--- src/rtl/lbb_pkg.sv ---
package lbb_pkg;
  typedef enum logic [2:0] {
    ST_IDLE,
    ST_ADDR,
    ST_DATA,
    ST_STRB,
    ST_WAIT
  } lbb_state_e;
endpackage

--- src/rtl/lbb_rst_sync.sv ---
module lbb_rst_sync (
  input  logic clk,
  input  logic rst_n,
  output logic rst_sync_n
);
  logic [1:0] sync_q;

  always_ff @(posedge clk or negedge rst_n) begin
    if (!rst_n) sync_q <= 2'b00;
    else        sync_q <= {sync_q[0], 1'b1};
  end

  assign rst_sync_n = sync_q[1];
endmodule

--- src/rtl/lbb_addr_cache.sv ---
// Remembers the last address sent and flags a carry-free +1 successor.
module lbb_addr_cache #(
  parameter int ADDR_W      = 32,
  parameter int LOW_W       = 8,
  parameter bit SHORTCUT_EN = 1'b1
) (
  input  logic              clk,
  input  logic              rst_n,
  input  logic              upd,
  input  logic [ADDR_W-1:0] upd_addr,
  input  logic              inval,
  input  logic [ADDR_W-1:0] probe_addr,
  output logic              hit
);
  localparam logic [LOW_W-1:0] LOW_ONE = LOW_W'(1);
  localparam logic [LOW_W-1:0] LOW_TOP = '1;

  logic              valid_q, valid_d;
  logic [ADDR_W-1:0] last_q, last_d;

  always_comb begin
    valid_d = valid_q;
    last_d  = last_q;
    if (inval) begin
      valid_d = 1'b0;
    end else if (upd) begin
      valid_d = 1'b1;
      last_d  = upd_addr;
    end
  end

  always_ff @(posedge clk or negedge rst_n) begin
    if (!rst_n) begin
      valid_q <= 1'b0;
      last_q  <= '0;
    end else begin
      valid_q <= valid_d;
      if (upd) last_q <= last_d;
    end
  end

  generate
    if (SHORTCUT_EN) begin : g_short
      assign hit = valid_q
                && (probe_addr[ADDR_W-1:LOW_W] == last_q[ADDR_W-1:LOW_W])
                && (last_q[LOW_W-1:0] != LOW_TOP)
                && (probe_addr[LOW_W-1:0] == last_q[LOW_W-1:0] + LOW_ONE);
    end else begin : g_full
      assign hit = 1'b0;
    end
  endgenerate
endmodule

--- src/rtl/lbb_timer.sv ---
module lbb_timer #(
  parameter int LIMIT = 1024
) (
  input  logic clk,
  input  logic rst_n,
  input  logic clr,
  input  logic en,
  output logic expired
);
  localparam int CW = $clog2(LIMIT + 1);

  logic [CW-1:0] cnt_q, cnt_d;

  always_comb begin
    cnt_d = cnt_q;
    if (clr)     cnt_d = '0;
    else if (en) cnt_d = cnt_q + 1'b1;
  end

  always_ff @(posedge clk or negedge rst_n) begin
    if (!rst_n) cnt_q <= '0;
    else if (clr || en) cnt_q <= cnt_d;
  end

  assign expired = en && (cnt_q == CW'(LIMIT - 1));
endmodule

--- src/rtl/lbb_seq.sv ---
// Transaction sequencer: latch loads, strobe, completion wait.
module lbb_seq
  import lbb_pkg::*;
#(
  parameter int BUS_W      = 8,
  parameter int ADDR_BYTES = 4,
  parameter int SEL_W      = 3,
  parameter int DATA_LATCH = 7,
  localparam int ADDR_W    = BUS_W * ADDR_BYTES,
  localparam int IDX_W     = $clog2(ADDR_BYTES)
) (
  input  logic              clk,
  input  logic              rst_n,
  input  logic              req_valid,
  input  logic              req_write,
  input  logic [ADDR_W-1:0] req_addr,
  input  logic [BUS_W-1:0]  req_wdata,
  output logic              req_ready,
  output logic              rsp_valid,
  output logic              rsp_err,
  output logic [BUS_W-1:0]  rsp_rdata,
  input  logic              short_hit,
  output logic              cache_upd,
  output logic              cache_inval,
  output logic              tmr_clr,
  output logic              tmr_en,
  input  logic              tmr_expired,
  output logic [SEL_W-1:0]  bus_sel,
  output logic [BUS_W-1:0]  bus_dout,
  output logic              bus_load,
  output logic              bus_wr_stb,
  output logic              bus_rd_stb,
  input  logic              bus_done,
  input  logic [BUS_W-1:0]  bus_din
);
  localparam logic [IDX_W-1:0] IDX_LAST = IDX_W'(ADDR_BYTES - 1);

  lbb_state_e        state_q, state_d;
  logic [IDX_W-1:0]  idx_q, idx_d, end_q, end_d;
  logic [ADDR_W-1:0] addr_q, addr_d;
  logic [BUS_W-1:0]  wdata_q, wdata_d, rdata_q, rdata_d;
  logic              wr_q, wr_d, rspv_q, rspv_d, err_q, err_d;

  always_comb begin
    state_d     = state_q;
    idx_d       = idx_q;
    end_d       = end_q;
    addr_d      = addr_q;
    wdata_d     = wdata_q;
    wr_d        = wr_q;
    rdata_d     = rdata_q;
    rspv_d      = 1'b0;
    err_d       = 1'b0;
    cache_upd   = 1'b0;
    cache_inval = 1'b0;
    tmr_clr     = 1'b0;
    tmr_en      = 1'b0;
    bus_load    = 1'b0;
    bus_sel     = '0;
    bus_dout    = '0;
    bus_wr_stb  = 1'b0;
    bus_rd_stb  = 1'b0;
    case (state_q)
      ST_IDLE: begin
        if (req_valid) begin
          addr_d    = req_addr;
          wdata_d   = req_wdata;
          wr_d      = req_write;
          idx_d     = '0;
          end_d     = short_hit ? '0 : IDX_LAST;
          cache_upd = 1'b1;
          state_d   = ST_ADDR;
        end
      end
      ST_ADDR: begin
        bus_load = 1'b1;
        bus_sel  = {{(SEL_W-IDX_W){1'b0}}, idx_q};
        bus_dout = addr_q[idx_q*BUS_W +: BUS_W];
        if (idx_q == end_q) state_d = wr_q ? ST_DATA : ST_STRB;
        else                idx_d   = idx_q + 1'b1;
      end
      ST_DATA: begin
        bus_load = 1'b1;
        bus_sel  = SEL_W'(DATA_LATCH);
        bus_dout = wdata_q;
        state_d  = ST_STRB;
      end
      ST_STRB: begin
        bus_wr_stb = wr_q;
        bus_rd_stb = !wr_q;
        tmr_clr    = 1'b1;
        state_d    = ST_WAIT;
      end
      ST_WAIT: begin
        tmr_en = 1'b1;
        if (bus_done) begin
          rspv_d  = 1'b1;
          rdata_d = bus_din;
          state_d = ST_IDLE;
        end else if (tmr_expired) begin
          rspv_d      = 1'b1;
          err_d       = 1'b1;
          cache_inval = 1'b1;
          state_d     = ST_IDLE;
        end
      end
      default: state_d = ST_IDLE;
    endcase
  end

  always_ff @(posedge clk or negedge rst_n) begin
    if (!rst_n) begin
      state_q <= ST_IDLE;
      idx_q   <= '0;
      end_q   <= '0;
      addr_q  <= '0;
      wdata_q <= '0;
      wr_q    <= 1'b0;
      rdata_q <= '0;
      rspv_q  <= 1'b0;
      err_q   <= 1'b0;
    end else begin
      state_q <= state_d;
      idx_q   <= idx_d;
      rspv_q  <= rspv_d;
      err_q   <= err_d;
      if (cache_upd) begin
        end_q   <= end_d;
        addr_q  <= addr_d;
        wdata_q <= wdata_d;
        wr_q    <= wr_d;
      end
      if (rspv_d) rdata_q <= rdata_d;
    end
  end

  assign req_ready = (state_q == ST_IDLE);
  assign rsp_valid = rspv_q;
  assign rsp_err   = err_q;
  assign rsp_rdata = rdata_q;
endmodule

--- src/rtl/lbb_host.sv ---
module lbb_host #(
  parameter int BUS_W       = 8,
  parameter int ADDR_BYTES  = 4,
  parameter int SEL_W       = 3,
  parameter int DATA_LATCH  = 7,
  parameter int TIMEOUT     = 1024,
  parameter bit SHORTCUT_EN = 1'b1,
  localparam int ADDR_W     = BUS_W * ADDR_BYTES
) (
  input  logic              clk,
  input  logic              rst_n,
  input  logic              req_valid,
  input  logic              req_write,
  input  logic [ADDR_W-1:0] req_addr,
  input  logic [BUS_W-1:0]  req_wdata,
  output logic              req_ready,
  output logic              rsp_valid,
  output logic              rsp_err,
  output logic [BUS_W-1:0]  rsp_rdata,
  output logic [SEL_W-1:0]  bus_sel,
  output logic [BUS_W-1:0]  bus_dout,
  output logic              bus_load,
  output logic              bus_wr_stb,
  output logic              bus_rd_stb,
  input  logic              bus_done,
  input  logic [BUS_W-1:0]  bus_din
);
  logic rst_sync_n;
  logic short_hit, cache_upd, cache_inval;
  logic tmr_clr, tmr_en, tmr_expired;

  lbb_rst_sync u_rst (
    .clk        (clk),
    .rst_n      (rst_n),
    .rst_sync_n (rst_sync_n)
  );

  lbb_addr_cache #(
    .ADDR_W      (ADDR_W),
    .LOW_W       (BUS_W),
    .SHORTCUT_EN (SHORTCUT_EN)
  ) u_cache (
    .clk        (clk),
    .rst_n      (rst_sync_n),
    .upd        (cache_upd),
    .upd_addr   (req_addr),
    .inval      (cache_inval),
    .probe_addr (req_addr),
    .hit        (short_hit)
  );

  lbb_timer #(.LIMIT(TIMEOUT)) u_timer (
    .clk     (clk),
    .rst_n   (rst_sync_n),
    .clr     (tmr_clr),
    .en      (tmr_en),
    .expired (tmr_expired)
  );

  lbb_seq #(
    .BUS_W      (BUS_W),
    .ADDR_BYTES (ADDR_BYTES),
    .SEL_W      (SEL_W),
    .DATA_LATCH (DATA_LATCH)
  ) u_seq (
    .clk         (clk),
    .rst_n       (rst_sync_n),
    .req_valid   (req_valid),
    .req_write   (req_write),
    .req_addr    (req_addr),
    .req_wdata   (req_wdata),
    .req_ready   (req_ready),
    .rsp_valid   (rsp_valid),
    .rsp_err     (rsp_err),
    .rsp_rdata   (rsp_rdata),
    .short_hit   (short_hit),
    .cache_upd   (cache_upd),
    .cache_inval (cache_inval),
    .tmr_clr     (tmr_clr),
    .tmr_en      (tmr_en),
    .tmr_expired (tmr_expired),
    .bus_sel     (bus_sel),
    .bus_dout    (bus_dout),
    .bus_load    (bus_load),
    .bus_wr_stb  (bus_wr_stb),
    .bus_rd_stb  (bus_rd_stb),
    .bus_done    (bus_done),
    .bus_din     (bus_din)
  );
endmodule

--- config.mk ---
export PLATFORM = sky130hd
export DESIGN_NAME = lbb_host
export DESIGN_NICKNAME = d
export VERILOG_FILES = /design/src/rtl/lbb_pkg.sv /design/src/rtl/lbb_rst_sync.sv /design/src/rtl/lbb_addr_cache.sv /design/src/rtl/lbb_timer.sv /design/src/rtl/lbb_seq.sv /design/src/rtl/lbb_host.sv
export SDC_FILE = /design/constraint.sdc
export NUM_CORES = 1
export LEC_CHECK = 0
export BUFFER_PORTS_ARGS = -buffer_cell sky130_fd_sc_hd__clkbuf_2
export CAP_MARGIN = 0
export CORE_UTILIZATION = 45
export CTS_CLUSTER_SIZE = 28
export DETAILED_ROUTE_END_ITERATION = 16
export PLACE_DENSITY = 0.66
export SLEW_MARGIN = 20
export SYNTH_ARGS = -nofsm -noshare
export SYNTH_HDL_FRONTEND = slang
export SYNTH_SLANG_ARGS = --single-unit
--- constraint.sdc ---
create_clock -name clk -period 2.87 [get_ports clk]
set_input_delay 0.1435 -clock clk [delete_from_list [all_inputs] [get_ports clk]]
set_output_delay 0.1435 -clock clk [all_outputs]
set_load 0.005 [all_outputs]
==> impl_metrics.toml, run 1 <==
[timing]
hold_violations = 0
worst_slack_ns = 0.593
rsz0062_at_grt = "false"
setup_violations = 0
final.setup.tns_ns = 0
max_slew_margin = 0.440
min_period_ns = 2.28
fmax_mhz = 439
slew_viol_final = 0
fin_skew_ns = 0.0119
worstMarginPinSlew_ns = 0.838
fin_crit_sh = 0.793

[run_status]
outcome = "finished, final reports clean"

[pwr]
p_per_area_nw_per_um2 = 955
netSwitchingFraction = 0.377
p_leak_nw = 2.96
combinationalPowerShare = 0.369
p_switching_mw = 2.02
p_seq_frac = 0.477
clock_power_share = 0.155
max-vdd-ir-drop_mv = 0.461
p_int_mw = 3.33

[layout]
fin_area_um2 = 5610
drive_above_1_share = 0.218
diodes = 0
area_delta_synth_final_pct = 19.9
regArea_um2 = 2580
multiInputGateArea_um2 = 2020
nFillCells = 910
final_nets = 624

[floorplanning]
rows = 36
fp.coreArea_um2 = 9910
ioPinCount = 78
die-area_um2 = 10800
die_w_um = 104
initial_core_util = 0.472
die_h_um = 104

[logic_synthesis]
ys_ff_latch = 103
syn_area_per_cell_um2 = 9.87
netlist_area_um2 = 4680
yosys-top-cells-area = "dfrtp_1, nand2_1, xor2_1"
synth_fp_nets = 529
synth_most_common_cell = "nand2_1"
synthArstFlopShare = 1.00
synth_cells = 474
synth_commonest_cells = "nand2_1, dfrtp_1, xor2_1"
yosysTopAreaCellShare = 0.551
synth_cell_types = 48
ys_seq_area_frac = 0.551
ys_warn_count = 0
synth_top_flop_cell = "dfrtp_1"
synth-edff-count = 0
synth_largest_area_cell = "dfrtp_1"

[route]
ant_nets = 0
viasPerCell = 5.01
drc = 0
totalWireLength_um = 10500
firstDrtPassIters = 4
wire_per_inst_um = 14.8
routed-via-count = 3543
drt_iter0_drc = 185

[worst_setup_path]
max_stage_delay_ns = 0.73
crit_slowest_cell = "nor3b_1"
required_ns = 2.73
endpoint_kind = "primary output"
crit_chain = "nor3b_1 > buf_4 > or2_2 > clkbuf_2"
cp_top_family = "simple AND/OR/NAND/NOR gates"
rr_startpoint = "u_cache.last_q[0]"
crit_buf_inv = 2
crit_type = "reg -> out"
critPathLaunch = "u_seq.state_q[1]"
crit_fanout = 8
worst_setup_path_start_kind = "flop"
arrival_ns = 2.13

[clock_tree]
worst_skew_pair.late_latency_ns = 0.37
clockBufferDepth = 2
cts_buffers = 9
clock-sinks = 103
cts_tree = "done"
root_buffer = "clkbuf_8"
h-tree-depth = 3
path_clk_slew_ns = 0.10
cts_resized = 0

[flow_run]
drv_cap = 0

[global_routing]
grt_overflow = 0
antenna_found_initial = 0
grt_pass1_vias = 3495
grt_pass1_wl_um = 17500
grt_max_degree = 62
grt_use_total = 0.208

[placed_design]
postPlaceCellArea_um2 = 5230
dp_hpwl_um = 7530
gp_congestion = 0.813
dp_slack_ns = 0.878
io_buffers = 77

[hold_path]
hold_class = "in -> reg"
min-delay-start = "req_addr[25]"
[worst paths after layout]
path	end	depth (start not counted)	slack [ns]
min reg2reg	u_rst.sync_q[1]	0	0.34
max	bus_load	4	0.59
max reg2reg	u_seq.end_q[0]	6	0.87
min in group asynchronous	u_rst.sync_q[1]	2	0.08
max in group asynchronous	u_seq.wdata_q[7]	1	1.80
min	u_cache.last_q[25]	3	0.01
[power groups by stage]
stage | registers (mW) | clock network [mW] | logic [mW]
after floorplan | 2.40 | 0 | 1.41
after global placement | 2.55 | 0 | 1.91
after detailed placement | 2.58 | 0 | 1.97
after CTS | 2.55 | 0.855 | 1.99
after global routing | 2.64 | 0.905 | 2.24
final | 2.55 | 0.828 | 1.97
[stage by stage]
step | std cells | utilization | power (mW) | hold slack (ns)
3_5_place_dp | 671 | 0.528 | 4.54 | -0.0701
5_1_grt | 707 | 0.566 | 5.78 | 0.00227
3_3_place_gp | 671 | 0.528 | 4.46 | -0.0705
4_1_cts | 706 | 0.565 | 5.40 | 0.000822
6_report | 707 | 0.566 | 5.35 | 0.0122
2_1_floorplan | 474 | - | 3.81 | -0.152
[cell usage in the layout (no fill, tap or decap), drive strengths merged, types with 5 or more instances in the layout]
master / synthesis / routed
nor3b: 6 / 6
buf: 5 / 6
nor4: 5 / 5
mux4: 8 / 8
o21ai: 7 / 7
dlygate4sd3: 0 / 20
xnor2: 7 / 7
mux2: 8 / 8
nor2: 11 / 11
nand2: 199 / 199
dfrtp: 103 / 103
or3: 6 / 6
clkbuf: 14 / 89
xor2: 33 / 33
a22o: 9 / 9
a21oi: 5 / 5
nand3: 8 / 8
[layer usage]
layer / up-vias / global-route usage / share of wire
li1: 1746 / - / -
met1: 1693 / 0.281 / 0.45
met2: 89 / 0.337 / 0.49
met3: 15 / 0.0451 / 0.048
met4: 0 / 0.0653 / 0.017
met5: - / 0 / 0
[cell families after synthesis]
group / count (synthesis) / synth area share
compound gates: 32 / 0.0487
xor+xnor: 40 / 0.0749
fa+ha+maj: 2 / 0.00535
buf+inv: 20 / 0.0168
flops: 103 / 0.551
mux: 16 / 0.0578
other cells: 1 / 0.000802
simple gates: 260 / 0.245
[state kept, by name, indices dropped and copies added, names as in the netlist]
| signal | count |
|---|---|
| u_rst.sync_q | 2 |
| u_seq.rsp_err | 1 |
| u_seq.rsp_rdata | 8 |
| u_seq.idx_q | 2 |
| u_seq.state_q | 3 |
| u_cache.valid_q | 1 |
| u_seq.wr_q | 1 |
| u_seq.rsp_valid | 1 |
| u_seq.end_q | 1 |
| u_seq.addr_q | 32 |
| u_cache.last_q | 32 |
| u_seq.wdata_q | 8 |
| u_timer.cnt_q | 11 |
[worst register-to-register path, delay by kind of cell (launching register included)]
kind,cells,cell delay (ns)
simple gates,3,0.79
flops,1,0.46
fa+ha+maj,1,0.33
xor+xnor,1,0.16
compound gates,1,0.13
[area by class of cell]
| cell class | instances | share of cell area |
|---|---|---|
| flip-flops and latches | 103 | 0.460 |
| multi-input cells | 351 | 0.361 |
| repair buffers | 103 | 0.117 |
| well taps | 133 | 0.0297 |
| clock buffers | 12 | 0.0259 |
| clock inverters | 4 | 0.00558 |
| inverters | 1 | 0.000669 |
[timing repair]
| action | in CTS | in global routing |
|---|---|---|
| hold buffers | 19 | 1 |
| hold endpoints to repair | 20 | 1 |
| setup buffers | 0 | 0 |
No activity file was read; power rests on OpenSTA's default activity.
==> inputs of run 2 (changes only) <==
- PLACE_DENSITY: 0.66 -> 0.63
- clock period: 2.87 -> 2.35 ns (I/O delays scaled with it)
==> run 2 against run 1 <==
Compared with the run above:
- critical path depth fell by 1
- global-route usage grew 1.4 points
- routed wire length grew 6.4%
- sequential power rose by 23%
- flip-flop and latch count unchanged
- core utilization increased by 2.5 points
- clock skew rose by 0.0050 ns
- sequential share of layout area is 1.9 points lower
- non-clock buffer count up 23
- critical endpoint is now bus_dout[4]
- clock power up 38%
- worst setup slack worse by 0.42 ns
==> impl_metrics.toml, run 2 (same netlist as run 1, synthesis figures left out) <==
[run_status]
outcome = "finished, final reports clean"

[worst_setup_path]
required_ns = 2.23
crit_type = "reg -> out"
crit_buf_inv = 1
endpoint_kind = "primary output"
cp_top_family = "flip-flops"
crit_fanout = 14
arrival_ns = 2.06
crit_slowest_cell = "dfrtp_1"
worst_setup_path_start_kind = "flop"
max_stage_delay_ns = 0.78
crit_chain = "mux4_2 > a22o_1 > clkbuf_2"

[timing]
slew_viol_final = 0
fmax_mhz = 458
min_period_ns = 2.18
worstMarginPinSlew_ns = 0.705
fin_skew_ns = 0.0169
max_slew_margin = 0.529
hold_violations = 0
fin_crit_sh = 0.928
setup_violations = 0
rsz0062_at_grt = "false"
final.setup.tns_ns = 0

[route]
totalWireLength_um = 11100
drt_iter0_drc = 200
drc = 0
viasPerCell = 5.10
wire_per_inst_um = 15.2
ant_nets = 0
firstDrtPassIters = 4
routed-via-count = 3720

[global_routing]
antenna_found_initial = 0
grt_use_total = 0.222
grt_pass1_vias = 3780
grt_pass1_wl_um = 18800
grt_max_degree = 77
grt_overflow = 0

[clock_tree]
path_clk_slew_ns = 0.10
worst_skew_pair.late_latency_ns = 0.38
clock-sinks = 103
root_buffer = "clkbuf_8"
h-tree-depth = 3
cts_tree = "done"
cts_resized = 0
cts_buffers = 9
clockBufferDepth = 2

[layout]
final_common_cell = "nand2_1"
layout_common_cells = "nand2_1, dfrtp_1, clkbuf_2, dlygate4sd3_1, xor2_1"
area_delta_synth_final_pct = 25.2
final_nets = 647
finalNonFillerCells = 730
drive_above_1_share = 0.219
diodes = 0
multiInputGateArea_um2 = 2020
reg_top3 = "u_cache.last_q (32), u_seq.addr_q (32), u_timer.cnt_q (11)"
regArea_um2 = 2580
nFillCells = 859

[floorplanning]
rows = 36
die-area_um2 = 10800
die_w_um = 104
die_h_um = 104
initial_core_util = 0.472
fp.coreArea_um2 = 9910
ioPinCount = 78

[hold_path]
hold_class = "in -> reg"

[flow_run]
drv_cap = 0

[placed_design]
gp_congestion = 0.814
dp_hpwl_um = 8010
io_buffers = 77
placed_cells = 675

[pwr]
clock_power_share = 0.169
p_seq_frac = 0.465
p_per_area_nw_per_um2 = 1150
p_switching_mw = 2.53
netSwitchingFraction = 0.375
p_int_mw = 4.22
p_leak_nw = 3.08
max-vdd-ir-drop_mv = 0.630
combinationalPowerShare = 0.366
==> run 2: cell types whose count changed in the layout (fill, tap and decap cells not counted), moves of 2 or more <==
cell           change
inv_6              +2
clkinv_4           -2
clkbuf_1           -2
buf_4              +4
dlygate4sd3_1     +19
==> run 2: tightest hold or removal path: stages <==
cell and delay (ns):
clkbuf_2 0.10, nand2_1 0.08, nand2_1 0.06
==> run 2: timing repair <==
item                      in CTS  in global routing
hold buffers                  39                  0
buffers inserted               0                  0
hold endpoints to repair      58                  0
==> run 2: final cells by class <==
type                            instances  area share
Tap cell                              133      0.0284
Clock buffer                           10      0.0235
Sequential cell                       103       0.441
Inverter                                1    0.000641
Multi-Input combinational cell        351       0.346
Clock inverter                          6      0.0113
Timing Repair Buffer                  126       0.150
==> run 2: final timing paths <==
path	from	end	slack, ns	cells past startpoint
setup reg to reg	u_cache.last_q[0]	u_seq.end_q[0]	0.39	6
hold reg to reg	u_rst.sync_q[1]	u_seq.addr_q[15]	0.18	0
max in group asynchronous	u_rst.sync_q[1]	u_seq.addr_q[6]	1.53	1
hold / removal	req_addr[4]	u_cache.last_q[4]	0.008	3
setup / recovery	u_seq.idx_q[0]	bus_dout[4]	0.17	3
min in group asynchronous	rst_n	u_rst.sync_q[1]	0.05	2
==> run 2: routing by layer <==
layer / part of all wire / vias up / GRT usage
met4: 0.012 / 0 / 0.0541
met1: 0.46 / 1799 / 0.307
met3: 0.065 / 11 / 0.0551
met5: 0 / - / 0
li1: - / 1806 / -
met2: 0.47 / 104 / 0.353
==> run 2: metrics by stage <==
step	setup slack [ns]	instance area, um2	hold slack (ns)	util	power, mW
floorplan	0.588	4680	-0.178	-	4.66
global placement	0.484	5260	-0.0942	0.531	5.50
detailed placement	0.425	5260	-0.0934	0.531	5.60
CTS	0.114	5860	0.000343	0.591	6.80
global route	0.0169	5860	0.0128	0.591	7.26
finish	0.169	5860	0.00752	0.591	6.75
==> run 2: power groups by stage <==
stage | Combinational (mW) | Clock (mW) | Sequential, mW
after floorplan | 1.73 | 0 | 2.93
after global placement | 2.35 | 0 | 3.15
after detailed placement | 2.43 | 0 | 3.17
after CTS | 2.49 | 1.18 | 3.13
after global routing | 2.79 | 1.23 | 3.24
final | 2.47 | 1.14 | 3.14
